===== config.mk =====
export PLATFORM = sky130hd
export DESIGN_NAME = manchester_frame_tx
export DESIGN_NICKNAME = d
export VERILOG_FILES = /design/src/rtl/mfs_pkg.sv /design/src/rtl/mfs_frame_build.sv /design/src/rtl/mfs_sequencer.sv /design/src/rtl/mfs_line_encoder.sv /design/src/rtl/manchester_frame_tx.sv
export SDC_FILE = /design/constraint.sdc
export NUM_CORES = 1
export LEC_CHECK = 0
export BUFFER_PORTS_ARGS = -buffer_cell sky130_fd_sc_hd__buf_4
export CAP_MARGIN = 20
export CORE_MARGIN = 10
export CORE_UTILIZATION = 25
export DETAILED_ROUTE_END_ITERATION = 12
export GPL_ROUTABILITY_DRIVEN = 0
export SYNTH_ARGS = -nofsm -noshare
export SYNTH_HDL_FRONTEND = slang
export SYNTH_HIERARCHICAL = 1
export SYNTH_SLANG_ARGS = --single-unit

===== constraint.sdc =====
create_clock -name clk -period 2 [get_ports clk]
set_input_delay 0 -clock clk [delete_from_list [all_inputs] [get_ports clk]]
set_output_delay 0 -clock clk [all_outputs]
set_load 0.01 [all_outputs]

===== src/rtl/mfs_pkg.sv =====
package mfs_pkg;

    localparam int DATA_MAX  = 10;
    localparam int DATA_MIN  = 8;
    localparam int CRC_W     = 3;
    localparam int PAR_W     = 1;
    localparam int START_W   = 2;
    localparam int CELL_CLKS = 8;
    localparam int FRAME_MAX = START_W + DATA_MAX + CRC_W;
    localparam int LEN_W     = $clog2(FRAME_MAX + 1);

    typedef enum logic [1:0] {
        SQ_IDLE = 2'd0,
        SQ_SEND = 2'd1,
        SQ_TAIL = 2'd2
    } seq_state_e;

    typedef struct packed {
        logic [FRAME_MAX-1:0] bits;   // left-justified, MSB goes out first
        logic [LEN_W-1:0]     len;    // number of valid bits
        logic                 phase;  // coding phase for this frame
    } frame_t;

    // CRC x^3 + x + 1, zero seed, payload bits only, MSB first
    function automatic logic [CRC_W-1:0] crc3_payload(
        input logic [DATA_MAX-1:0] d,
        input logic                wide
    );
        logic [CRC_W-1:0] r;
        logic             f;
        r = '0;
        for (int i = DATA_MAX - 1; i >= 0; i--) begin
            if (wide || i < DATA_MIN) begin
                f = r[2] ^ d[i];
                r = {r[1], r[0] ^ f, f};
            end
        end
        return r;
    endfunction

    function automatic logic even_parity(
        input logic [DATA_MAX-1:0] d,
        input logic                wide
    );
        return wide ? ^d : ^d[DATA_MIN-1:0];
    endfunction

    // Line level for a bit in a given half cell; phase 0: 1 = low->high
    function automatic logic line_level(
        input logic bit_val,
        input logic phase,
        input logic second_half
    );
        return bit_val ^ phase ^ ~second_half;
    endfunction

endpackage


===== src/rtl/mfs_frame_build.sv =====
module mfs_frame_build
    import mfs_pkg::*;
(
    input  logic [DATA_MAX-1:0] data_i,
    input  logic                wide_i,
    input  logic                crc_sel_i,
    input  logic                phase_i,
    output frame_t              frame_o
);
    localparam int PW_W = $clog2(DATA_MAX + 1);

    logic [START_W-1:0]   start_bits;
    logic [DATA_MAX-1:0]  pay_just;
    logic [CRC_W-1:0]     chk_just;
    logic [PW_W-1:0]      pay_w;
    logic [LEN_W-1:0]     chk_w;
    logic [FRAME_MAX-1:0] head;
    logic [FRAME_MAX-1:0] tail;
    logic [LEN_W-1:0]     tail_shift;

    always_comb begin
        start_bits = {~phase_i, 1'b0};
        pay_w      = wide_i ? PW_W'(DATA_MAX) : PW_W'(DATA_MIN);
        pay_just   = wide_i ? data_i
                            : {data_i[DATA_MIN-1:0], {(DATA_MAX-DATA_MIN){1'b0}}};
        if (crc_sel_i) begin
            chk_just = crc3_payload(data_i, wide_i);
            chk_w    = LEN_W'(CRC_W);
        end else begin
            chk_just = {even_parity(data_i, wide_i), {(CRC_W-PAR_W){1'b0}}};
            chk_w    = LEN_W'(PAR_W);
        end
        tail_shift    = LEN_W'(START_W) + LEN_W'(pay_w);
        head          = {start_bits, pay_just, {CRC_W{1'b0}}};
        tail          = {chk_just, {(FRAME_MAX-CRC_W){1'b0}}} >> tail_shift;
        frame_o.bits  = head | tail;
        frame_o.len   = tail_shift + chk_w;
        frame_o.phase = phase_i;
    end
endmodule


===== src/rtl/mfs_sequencer.sv =====
module mfs_sequencer
    import mfs_pkg::*;
#(
    parameter int CELL = CELL_CLKS
) (
    input  logic   clk,
    input  logic   rst,
    input  logic   start_i,
    input  frame_t frame_i,
    output logic   busy_o,
    output logic   sending_o,
    output logic   cur_bit_o,
    output logic   second_half_o,
    output logic   phase_o
);
    localparam int CNT_W = (CELL > 1) ? $clog2(CELL) : 1;
    localparam logic [CNT_W-1:0] CNT_LAST = CNT_W'(CELL - 1);
    localparam logic [CNT_W-1:0] CNT_HALF = CNT_W'(CELL / 2);

    seq_state_e           state;
    logic [FRAME_MAX-1:0] shreg;
    logic [LEN_W-1:0]     bits_left;
    logic [CNT_W-1:0]     cell_cnt;
    logic                 phase_q;
    logic                 cell_end;

    assign cell_end = (cell_cnt == CNT_LAST);

    always_ff @(posedge clk) begin
        if (rst) begin
            state     <= SQ_IDLE;
            shreg     <= '0;
            bits_left <= '0;
            cell_cnt  <= '0;
            phase_q   <= 1'b0;
        end else begin
            case (state)
                SQ_IDLE: begin
                    if (start_i) begin
                        state     <= SQ_SEND;
                        shreg     <= frame_i.bits;
                        bits_left <= frame_i.len;
                        phase_q   <= frame_i.phase;
                        cell_cnt  <= '0;
                    end
                end
                SQ_SEND: begin
                    if (cell_end) begin
                        cell_cnt  <= '0;
                        shreg     <= {shreg[FRAME_MAX-2:0], 1'b0};
                        bits_left <= bits_left - 1'b1;
                        if (bits_left == LEN_W'(1)) state <= SQ_TAIL;
                    end else begin
                        cell_cnt <= cell_cnt + 1'b1;
                    end
                end
                SQ_TAIL: begin
                    if (cell_end) begin
                        cell_cnt <= '0;
                        state    <= SQ_IDLE;
                    end else begin
                        cell_cnt <= cell_cnt + 1'b1;
                    end
                end
                default: state <= SQ_IDLE;
            endcase
        end
    end

    assign busy_o        = (state != SQ_IDLE);
    assign sending_o     = (state == SQ_SEND);
    assign cur_bit_o     = shreg[FRAME_MAX-1];
    assign second_half_o = (cell_cnt >= CNT_HALF);
    assign phase_o       = phase_q;
endmodule


===== src/rtl/mfs_line_encoder.sv =====
module mfs_line_encoder
    import mfs_pkg::*;
(
    input  logic sending_i,
    input  logic bit_i,
    input  logic phase_i,
    input  logic second_half_i,
    output logic mod_o
);
    always_comb begin
        mod_o = sending_i & line_level(bit_i, phase_i, second_half_i);
    end
endmodule


===== src/rtl/manchester_frame_tx.sv =====
module manchester_frame_tx
    import mfs_pkg::*;
#(
    parameter int CELL = CELL_CLKS
) (
    input  logic                clk,
    input  logic                rst,
    input  logic                start_i,
    input  logic [DATA_MAX-1:0] data_i,
    input  logic                wide_i,
    input  logic                crc_sel_i,
    input  logic                phase_i,
    output logic                busy_o,
    output logic                mod_o
);
    frame_t frame;
    logic   sending;
    logic   cur_bit;
    logic   second_half;
    logic   phase_act;

    mfs_frame_build u_build (
        .data_i    (data_i),
        .wide_i    (wide_i),
        .crc_sel_i (crc_sel_i),
        .phase_i   (phase_i),
        .frame_o   (frame)
    );

    mfs_sequencer #(.CELL(CELL)) u_seq (
        .clk           (clk),
        .rst           (rst),
        .start_i       (start_i),
        .frame_i       (frame),
        .busy_o        (busy_o),
        .sending_o     (sending),
        .cur_bit_o     (cur_bit),
        .second_half_o (second_half),
        .phase_o       (phase_act)
    );

    mfs_line_encoder u_enc (
        .sending_i     (sending),
        .bit_i         (cur_bit),
        .phase_i       (phase_act),
        .second_half_i (second_half),
        .mod_o         (mod_o)
    );
endmodule


* Word-level counts from Yosys, hierarchy flattened
Cells that the tools add are included.
** Storage, ports and cells
- Register bits :: 25
- Input port bits :: 16
- Output and inout port bits :: 2
- Logic and storage cells :: 84
** Operators by class
- Add/sub/neg operators :: 4
- Magnitude comparators :: 1
- Eq/ne operators :: 8
- Shift operators :: 1
- Mux-type cells :: 30
- Bitwise gates (word level) :: 24
- Reductions and logical operators :: 11
** Operators with widths (count)
- $mux 3 :: 13
- $mux 15 :: 2
- $pmux 15 s2 :: 1
- $xor 1x1->1 :: 20
- $or 15x15->15 :: 1
- $shr 15x4->15 :: 1
- $mux 2 :: 7
- $mux 10 :: 1
- $reduce_xor 10->1 :: 1
- $mux 4 :: 2
- $pmux 4 s2 :: 1
- $reduce_xor 8->1 :: 1
- $ne 2x2->1 const B :: 3
- $pmux 2 s3 :: 1
- $pmux 3 s2 :: 1
- $reduce_bool 2->1 :: 3
- $add 2x4->4 const A :: 1
- $add 4x2->4 :: 1
- $eq 4x1->1 const B :: 1
- $reduce_and 2->1 :: 2
- $reduce_and 4->1 :: 1
- $sub 4x1->4 const B :: 1
- $add 3x1->3 const B :: 1
- $eq 3x3->1 const B :: 1
- other kinds (10) :: 11

* Depth between registers and ports, before layout
Gate-level depths: netlist of run 1.
- Word-level depth :: 34
- Gate-level depth with buffers :: 7
- Gate-level depth less buffers :: 7

* Hierarchy
The synthesis of run 1 kept the hierarchy.
** Modules (own cells, without submodules)
- mfs_sequencer :: instances 1, cells an instance 147, area an instance 1443.9 µm²
- mfs_frame_build :: instances 1, cells an instance 51, area an instance 391.6 µm²
- mfs_line_encoder :: instances 1, cells an instance 2, area an instance 28.8 µm²

* Worst setup path before layout of run 1
OpenSTA, ideal clock, no wires.
- Kind :: register to register
- From :: reg u_seq.state[1]
- To :: reg u_seq.bits_left[0]
- Library setup time :: 137 ps
- Data arrival time :: 1456 ps
- Slack :: 407 ps
- Cell stages (with the launch flop) :: 8
- Period minus slack after synthesis :: 1593 ps
- Cells stage by stage :: dfxtp_1 inv_1 ha_1 buf_4 mux2_4 buf_6 a21oi_2 a211oi_2
** Between the ends
- Word-level cells in the longest chain between the ends :: 3
** RTL lines
- from (decl) :: RTL line mfs_sequencer.sv:20 : seq_state_e state;
- from (signal assigned) :: RTL line mfs_sequencer.sv:31 : state <= SQ_IDLE;
- from (signal assigned) :: RTL line mfs_sequencer.sv:40 : state <= SQ_SEND;
- from (signal assigned) :: RTL line mfs_sequencer.sv:52 : if (bits_left == LEN_W'(1)) state <= SQ_TAIL;
- $eq 2x1->1 or $logic_not 2->1 (tied branches) :: RTL line mfs_sequencer.sv:37 : case (state)
- $ne 2x2->1 (no source line) or $reduce_bool 2->1 (tied branches)
- $reduce_and 3->1 (no source line)
- to (signal assigned) :: RTL line mfs_sequencer.sv:42 : bits_left <= frame_i.len;
- to (signal assigned) :: RTL line mfs_sequencer.sv:51 : bits_left <= bits_left - 1'b1;
- to (decl) :: RTL line mfs_sequencer.sv:22 : logic [LEN_W-1:0] bits_left;
Parallel ways exist; a longest one is shown, timed or not.
A chain may end at the register's enable or synchronous reset.

* Final worst setup path of run 1
- From :: reg u_seq.state[1]
- To :: reg u_seq.bits_left[3]
Same word-level chain as after synthesis.

==> impl_metrics.csv, run 1 <==
group,metric,value,unit
setup_path,endpoint_kind,"register",
power,static_leakage_power,0.808,nW
grt,global_route.overflow_total,0,
setup_path,critPathBufInv,1,
synthesis,synth_warnings,6,
floorplan,chipHeight,106,µm
finish,n_antenna_cell,0,
power,seqPwrFrac,28.7,%
grt,grt_pass1_vias,1485,
setup_path,crit_slowest_cell,"mux2_4",
clocking,cts_h_tree_depth,1,
finish,finish.cell_count_without_fillers,309,
setup_path,critical_path.cell_chain,"inv_1, ha_1, mux2_4, a311o_1, o41ai_1",
setup_path,worstSetupStartpointType,"register",
floorplan,initial_core_util,25.7,%
floorplan,floorplan.die_area,11300,µm²
setup_path,worst-path-max-fanout,19,
setup_path,critPathArrivalTime,2.02,ns
timing,finalSetupViolCount,0,
clocking,clkLatencyLatePin,0.27,ns
detailed_routing,detail_route.wirelength,3990,µm
synthesis,postSynth.topFlopCell,"dfxtp_1",
clocking,post_cts.repair.setup_buffers,0,
power,cell_internal_power,0.00163,W
finish,flow.area_growth_from_synthesis,13.2,%
floorplan,pin_count,18,
synthesis,synth.lib_cells_used.distinct,43,
synthesis,average_cell_area_after_synthesis,9.32,µm²
timing,crit_share_post_route,92.7,%
clocking,clock_tree_from_tritoncts,"built",
power,share_of_total_power_in_the_clock_network,10.6,%
grt,grt_antenna_before_repair,0,
finish,layout_common_cells,"dfxtp_1, buf_4, mux2i_1, inv_1, a21oi_1",
synthesis,yosysTopAreaCell,"dfxtp_1",
power,p_sw_share,44.3,%
setup_path,critical-path-top-delay-family,"multiplexers",
grt,global_route.usage.total,7.14,%
power,comb_power_share,60.7,%
synthesis,synth_nets,228,
timing,timing.final.ws_setup,0.146,ns
detailed_routing,detail_route.iter0.violations,27,
timing,aggregate_negative_setup_slack,0,ns
run,cap_violations,0,
finish,final_common_cell,"dfxtp_1",
finish,nNetsFinal,239,
timing,achievable-frequency,540,MHz
setup_path,setup.worst_path.class,"register to register",
detailed_routing,route.detailed.wl_per_inst,12.9,µm
synthesis,post_synth_instance_area,1860,µm²
timing,finalClockSkew,0.00389,ns
detailed_routing,iteration_count_of_the_initial_detailed_routing_pass,4,
placement,dp_hpwl,2940,µm
clocking,tritoncts.num_buffers,3,
detailed_routing,route.vias.total,1399,
worst_hold_path,min-delay-path-class,"input port to register",
setup_path,cp.required,2.16,ns
detailed_routing,drc,0,
placement,io_buffers,17,
grt,grt_max_degree,29,
placement,placedInstanceArea,2050,µm²
floorplan,chip_width,106,µm
detailed_routing,route.antenna.remaining_nets,0,
setup_path,slowest_delay,0.46,ns
clocking,cts.sink_count,25,
synthesis,syn-instance-count,200,
clocking,cts-root-buf,"clkbuf_8",
synthesis,synth.top_cells.by_area,"dfxtp_1, mux2i_1, ha_1",
status,run_status,"finished clean",
grt,global_route_wire_length_before_repair,6880,µm
finish,drive_above_1_share,25.7,%
detailed_routing,viasPerCell,4.53,
power,irDropWorstVdd,701,µV
timing,finalCriticalPeriod,1.85,ns
finish,fillerInstances,779,
synthesis,ys_seq_elements,25,
clocking,clkSlewWorstSetupHoldPaths,0.09,ns
synthesis,synth_edf_count,0,
power,netSwitchingPower,0.00130,W
timing,timing.final.hold_violations,0,
power,power_density,1390,nW/µm²
placement,pre_cts_ws,0.0330,ns
floorplan,floorplan_core_area,7250,µm²
synthesis,synth-seq-area-share,26.8,%
timing,report.final.slew_viol_count,0,
synthesis,synth_largest_type_area_fraction,26.8,%
synthesis,ys_async_sr_fraction,0,%
finish,final_area,2110,µm²
clocking,cts-root-to-sink-buffers,2,
timing,unrepaired_setup_endpoints_after_global_routing,"no",
placement,post-place-cells,304,
floorplan,core.rowCount,31,
-- layer usage --
layer / wire length, µm / vias up / track usage (%)
met3: 90 / 4 / 1.51
met5: 0 / - / 0
met4: 36 / 0 / 1.74
met2: 2010 / 14 / 12.3
met1: 1860 / 661 / 8.85
li1: - / 720 / -
-- logic make-up (layout without fill, tap and decap cells) --
kind of cell | after synthesis | in the layout | share of synthesized area, %
other | 2 | 2 | 0.403
adders and majority gates | 12 | 12 | 8.05
xor gates and xnor gates | 17 | 17 | 9.13
buffers and inverters | 30 | 40 | 8.19
and+or+nand+nor | 35 | 35 | 9.87
muxes | 29 | 29 | 16.6
AOI/OAI and AO/OA | 50 | 50 | 20.9
DFF | 25 | 25 | 26.8
-- registers in the layout, indices dropped and copies added, names as in the netlist --
register / flops
u_seq/bits_left: 4
u_seq/state: 2
u_seq/phase_o: 1
u_seq/cell_cnt: 3
u_seq/shreg: 15
-- tightest hold or removal path, cell delays in order --
cell     delay [ns]
buf_4          0.13
nand3_1        0.07
a21oi_1        0.05
-- worst paths after layout --
check	startpoint	to	slack, ns	cells after the start
worst max register to register	u_seq/state[1]$_SDFFE_PP0P_	u_seq/bits_left[3]$_SDFFE_PP0P_	0.15	5
worst max-delay path	u_seq/state[1]$_SDFFE_PP0P_	u_seq/bits_left[3]$_SDFFE_PP0P_	0.15	5
worst min register to register	u_seq/phase_o$_SDFFE_PP0P_	u_seq/phase_o$_SDFFE_PP0P_	0.47	2
worst min-delay path	start_i	u_seq/phase_o$_SDFFE_PP0P_	0.03	3
-- area by class of cell --
class | count | area [µm²] | share of cell area [%]
Clock buffer | 3 | 41.3 | 1.96
Tap cell | 99 | 124 | 5.87
Multi-Input combinational cell | 145 | 1220 | 57.7
Sequential cell | 25 | 500 | 23.7
Inverter | 14 | 52.6 | 2.49
Timing Repair Buffer | 22 | 168 | 7.95
Clock inverter | 1 | 7.51 | 0.356
-- Yosys cell counts, types with 3 or more instances --
cell / number
ha_1: 12
a21oi_1: 13
nor2_1: 8
clkbuf_1: 4
buf_4: 5
a211oi_2: 7
inv_1: 14
nand2_1: 7
nor2b_1: 3
mux2_2: 8
mux2i_1: 19
o21ai_0: 4
xnor2_1: 11
xor2_1: 4
dfxtp_1: 25
nand2b_1: 5
a21oi_2: 7
buf_2: 5
a211oi_1: 8
a32oi_1: 3
-- metrics by stage --
step / utilization (%) / total power, W / hold slack, ns
CTS: 29.0 / 0.00294 / 0.0204
finish: 29.1 / 0.00293 / 0.0308
global placement: 28.2 / 0.00258 / 0.290
global route: 29.1 / 0.00316 / 0.0538
detailed placement: 28.2 / 0.00261 / 0.286
floorplan: - / 0.00232 / 0.160
-- power by group through the flow --
stage	Clock (W)	Sequential, W	Combinational [W]
6_report	0.000311	0.000841	0.00178
3_5_place_dp	0	0.000850	0.00176
4_1_cts	0.000329	0.000841	0.00177
2_1_floorplan	0	0.000816	0.00150
3_3_place_gp	0	0.000846	0.00174
5_1_grt	0.000336	0.000870	0.00196
-- repair_timing --
item,in CTS,in global routing
hold buffers,1,0
setup endpoints to repair,0,15
gates resized for setup,0,1
hold endpoints to repair,1,0
(Power assumes the default switching activity.)
==> inputs of run 2 (changes only) <==
--- a/config.mk
+++ b/config.mk
@@ -11,6 +11,7 @@
 export CORE_UTILIZATION = 25
 export DETAILED_ROUTE_END_ITERATION = 12
 export GPL_ROUTABILITY_DRIVEN = 0
+export SETUP_SLACK_MARGIN = 0.15
 export SYNTH_ARGS = -nofsm -noshare
 export SYNTH_HDL_FRONTEND = slang
 export SYNTH_HIERARCHICAL = 1
==> impl_metrics.csv, run 2 (synthesis gave the netlist of run 1 again) <==
group,metric,value,unit
timing,timing.final.hold_violations,0,
clocking,cts_h_tree_depth,1,
timing,crit_share_post_route,87.2,%
clocking,cts.sink_count,25,
placement,io_buffers,17,
finish,nNetsFinal,240,
setup_path,worstSetupStartpointType,"register",
detailed_routing,route.vias.total,1411,
floorplan,initial_core_util,25.7,%
grt,global_route_wire_length_before_repair,6880,µm
floorplan,floorplan_core_area,7250,µm²
finish,largest_registers,"u_seq/shreg x15, u_seq/bits_left x4, u_seq/cell_cnt x3",
setup_path,critPathArrivalTime,1.91,ns
finish,largest_reg_flops,15,
floorplan,chip_width,106,µm
placement,dp_hpwl,2940,µm
power,irDropWorstVdd,642,µV
clocking,clkLatencyLatePin,0.27,ns
clocking,tritoncts.num_buffers,3,
setup_path,worst-path-max-fanout,19,
finish,flow.area_growth_from_synthesis,14.4,%
placement,placedInstanceArea,2050,µm²
floorplan,core.rowCount,31,
grt,global_route.overflow_total,0,
detailed_routing,route.detailed.wl_per_inst,12.9,µm
timing,finalSetupViolCount,0,
power,static_leakage_power,0.816,nW
detailed_routing,detail_route.wirelength,3980,µm
clocking,clkSlewWorstSetupHoldPaths,0.09,ns
finish,drive_above_1_share,26.5,%
setup_path,setup.worst_path.class,"register to register",
detailed_routing,iteration_count_of_the_initial_detailed_routing_pass,4,
grt,grt_pass1_vias,1484,
finish,finish.cell_count_without_fillers,310,
floorplan,pin_count,18,
timing,unrepaired_setup_endpoints_after_global_routing,"yes",
finish,final_common_cell,"dfxtp_1",
finish,final_core_utilization,29.4,%
detailed_routing,viasPerCell,4.55,
setup_path,endpoint_kind,"register",
timing,achievable-frequency,573,MHz
status,run_status,"finished clean",
finish,regMostFlops,"u_seq/shreg",
finish,multiInputGateArea,1220,µm²
floorplan,chipHeight,106,µm
worst_hold_path,min-delay-path-class,"input port to register",
power,power_density,1410,nW/µm²
grt,grt_antenna_before_repair,0,
timing,aggregate_negative_setup_slack,0,ns
finish,final_area,2130,µm²
detailed_routing,detail_route.iter0.violations,43,
grt,global_route.usage.total,7.14,%
detailed_routing,route.antenna.remaining_nets,0,
grt,grt_max_degree,29,
timing,finalClockSkew,0.00448,ns
floorplan,floorplan.die_area,11300,µm²
clocking,cts-root-buf,"clkbuf_8",
clocking,cts-root-to-sink-buffers,2,
setup_path,cp.required,2.17,ns
timing,report.final.slew_viol_count,0,
detailed_routing,drc,0,
timing,finalCriticalPeriod,1.74,ns
clocking,clock_tree_from_tritoncts,"built",
placement,post-place-cells,304,
finish,layout_common_cells,"dfxtp_1, buf_4, mux2i_1, inv_1, a21oi_1",
finish,area.sequential,500,µm²
finish,n_antenna_cell,0,
run,cap_violations,0,
finish,fillerInstances,776,
[run 2: cell types whose count changed in the layout (fill, tap and decap cells not counted), sizes merged]
| cell | delta |
|---|---|
| buf | +1 |
[run 2: per-layer routing]
metal	part of all wire (%)	GRT usage [%]	wire, µm
met5	0	0	0
met3	2.8	1.51	111
met1	47	8.85	1880
met2	49	12.3	1960
met4	0.93	1.74	37
[run 2: repair_timing]
action	CTS	global route
hold buffers	1	0
buffers inserted	0	1
setup endpoints to repair	16	3
hold endpoints to repair	1	0
resized for setup	2	0
[run 2: area by class of cell]
class                           count  share of cell area [%]
Multi-Input combinational cell    145                    57.2
Sequential cell                    25                    23.5
Timing Repair Buffer               23                    8.80
Tap cell                           99                    5.81
Inverter                           14                    2.46
Clock buffer                        3                    1.94
Clock inverter                      1                   0.352
[run 2: where the power goes]
part / switching (W) / internal, W
Sequential: 0.000143 / 0.000699
Combinational: 0.000992 / 0.000858
Clock: 0.000169 / 0.000141
[run 2: through the flow]
stage	setup slack, ns	hold WS (ns)	total power [W]
2_1_floorplan	0.407	0.160	0.00232
3_3_place_gp	0.0669	0.290	0.00258
3_5_place_dp	0.0330	0.286	0.00261
4_1_cts	0.241	0.0204	0.00296
5_1_grt	0.124	0.0538	0.00324
6_report	0.256	0.0308	0.00300
[run 2: worst paths after layout]
| kind | startpoint | to | slack [ns] | cells past startpoint |
|---|---|---|---|---|
| min reg2reg | u_seq/phase_o$_SDFFE_PP0P_ | u_seq/phase_o$_SDFFE_PP0P_ | 0.46 | 2 |
| max | u_seq/state[1]$_SDFFE_PP0P_ | u_seq/bits_left[3]$_SDFFE_PP0P_ | 0.26 | 5 |
| max reg2reg | u_seq/state[1]$_SDFFE_PP0P_ | u_seq/bits_left[3]$_SDFFE_PP0P_ | 0.26 | 5 |
| min | start_i | u_seq/phase_o$_SDFFE_PP0P_ | 0.03 | 3 |
[run 2: critical path, stage by stage (launching register included)]
cell,delay (ns)
dfxtp_1,0.34
inv_1,0.12
ha_2,0.32
mux2_4,0.44
a311o_1,0.34
o41ai_1,0.07
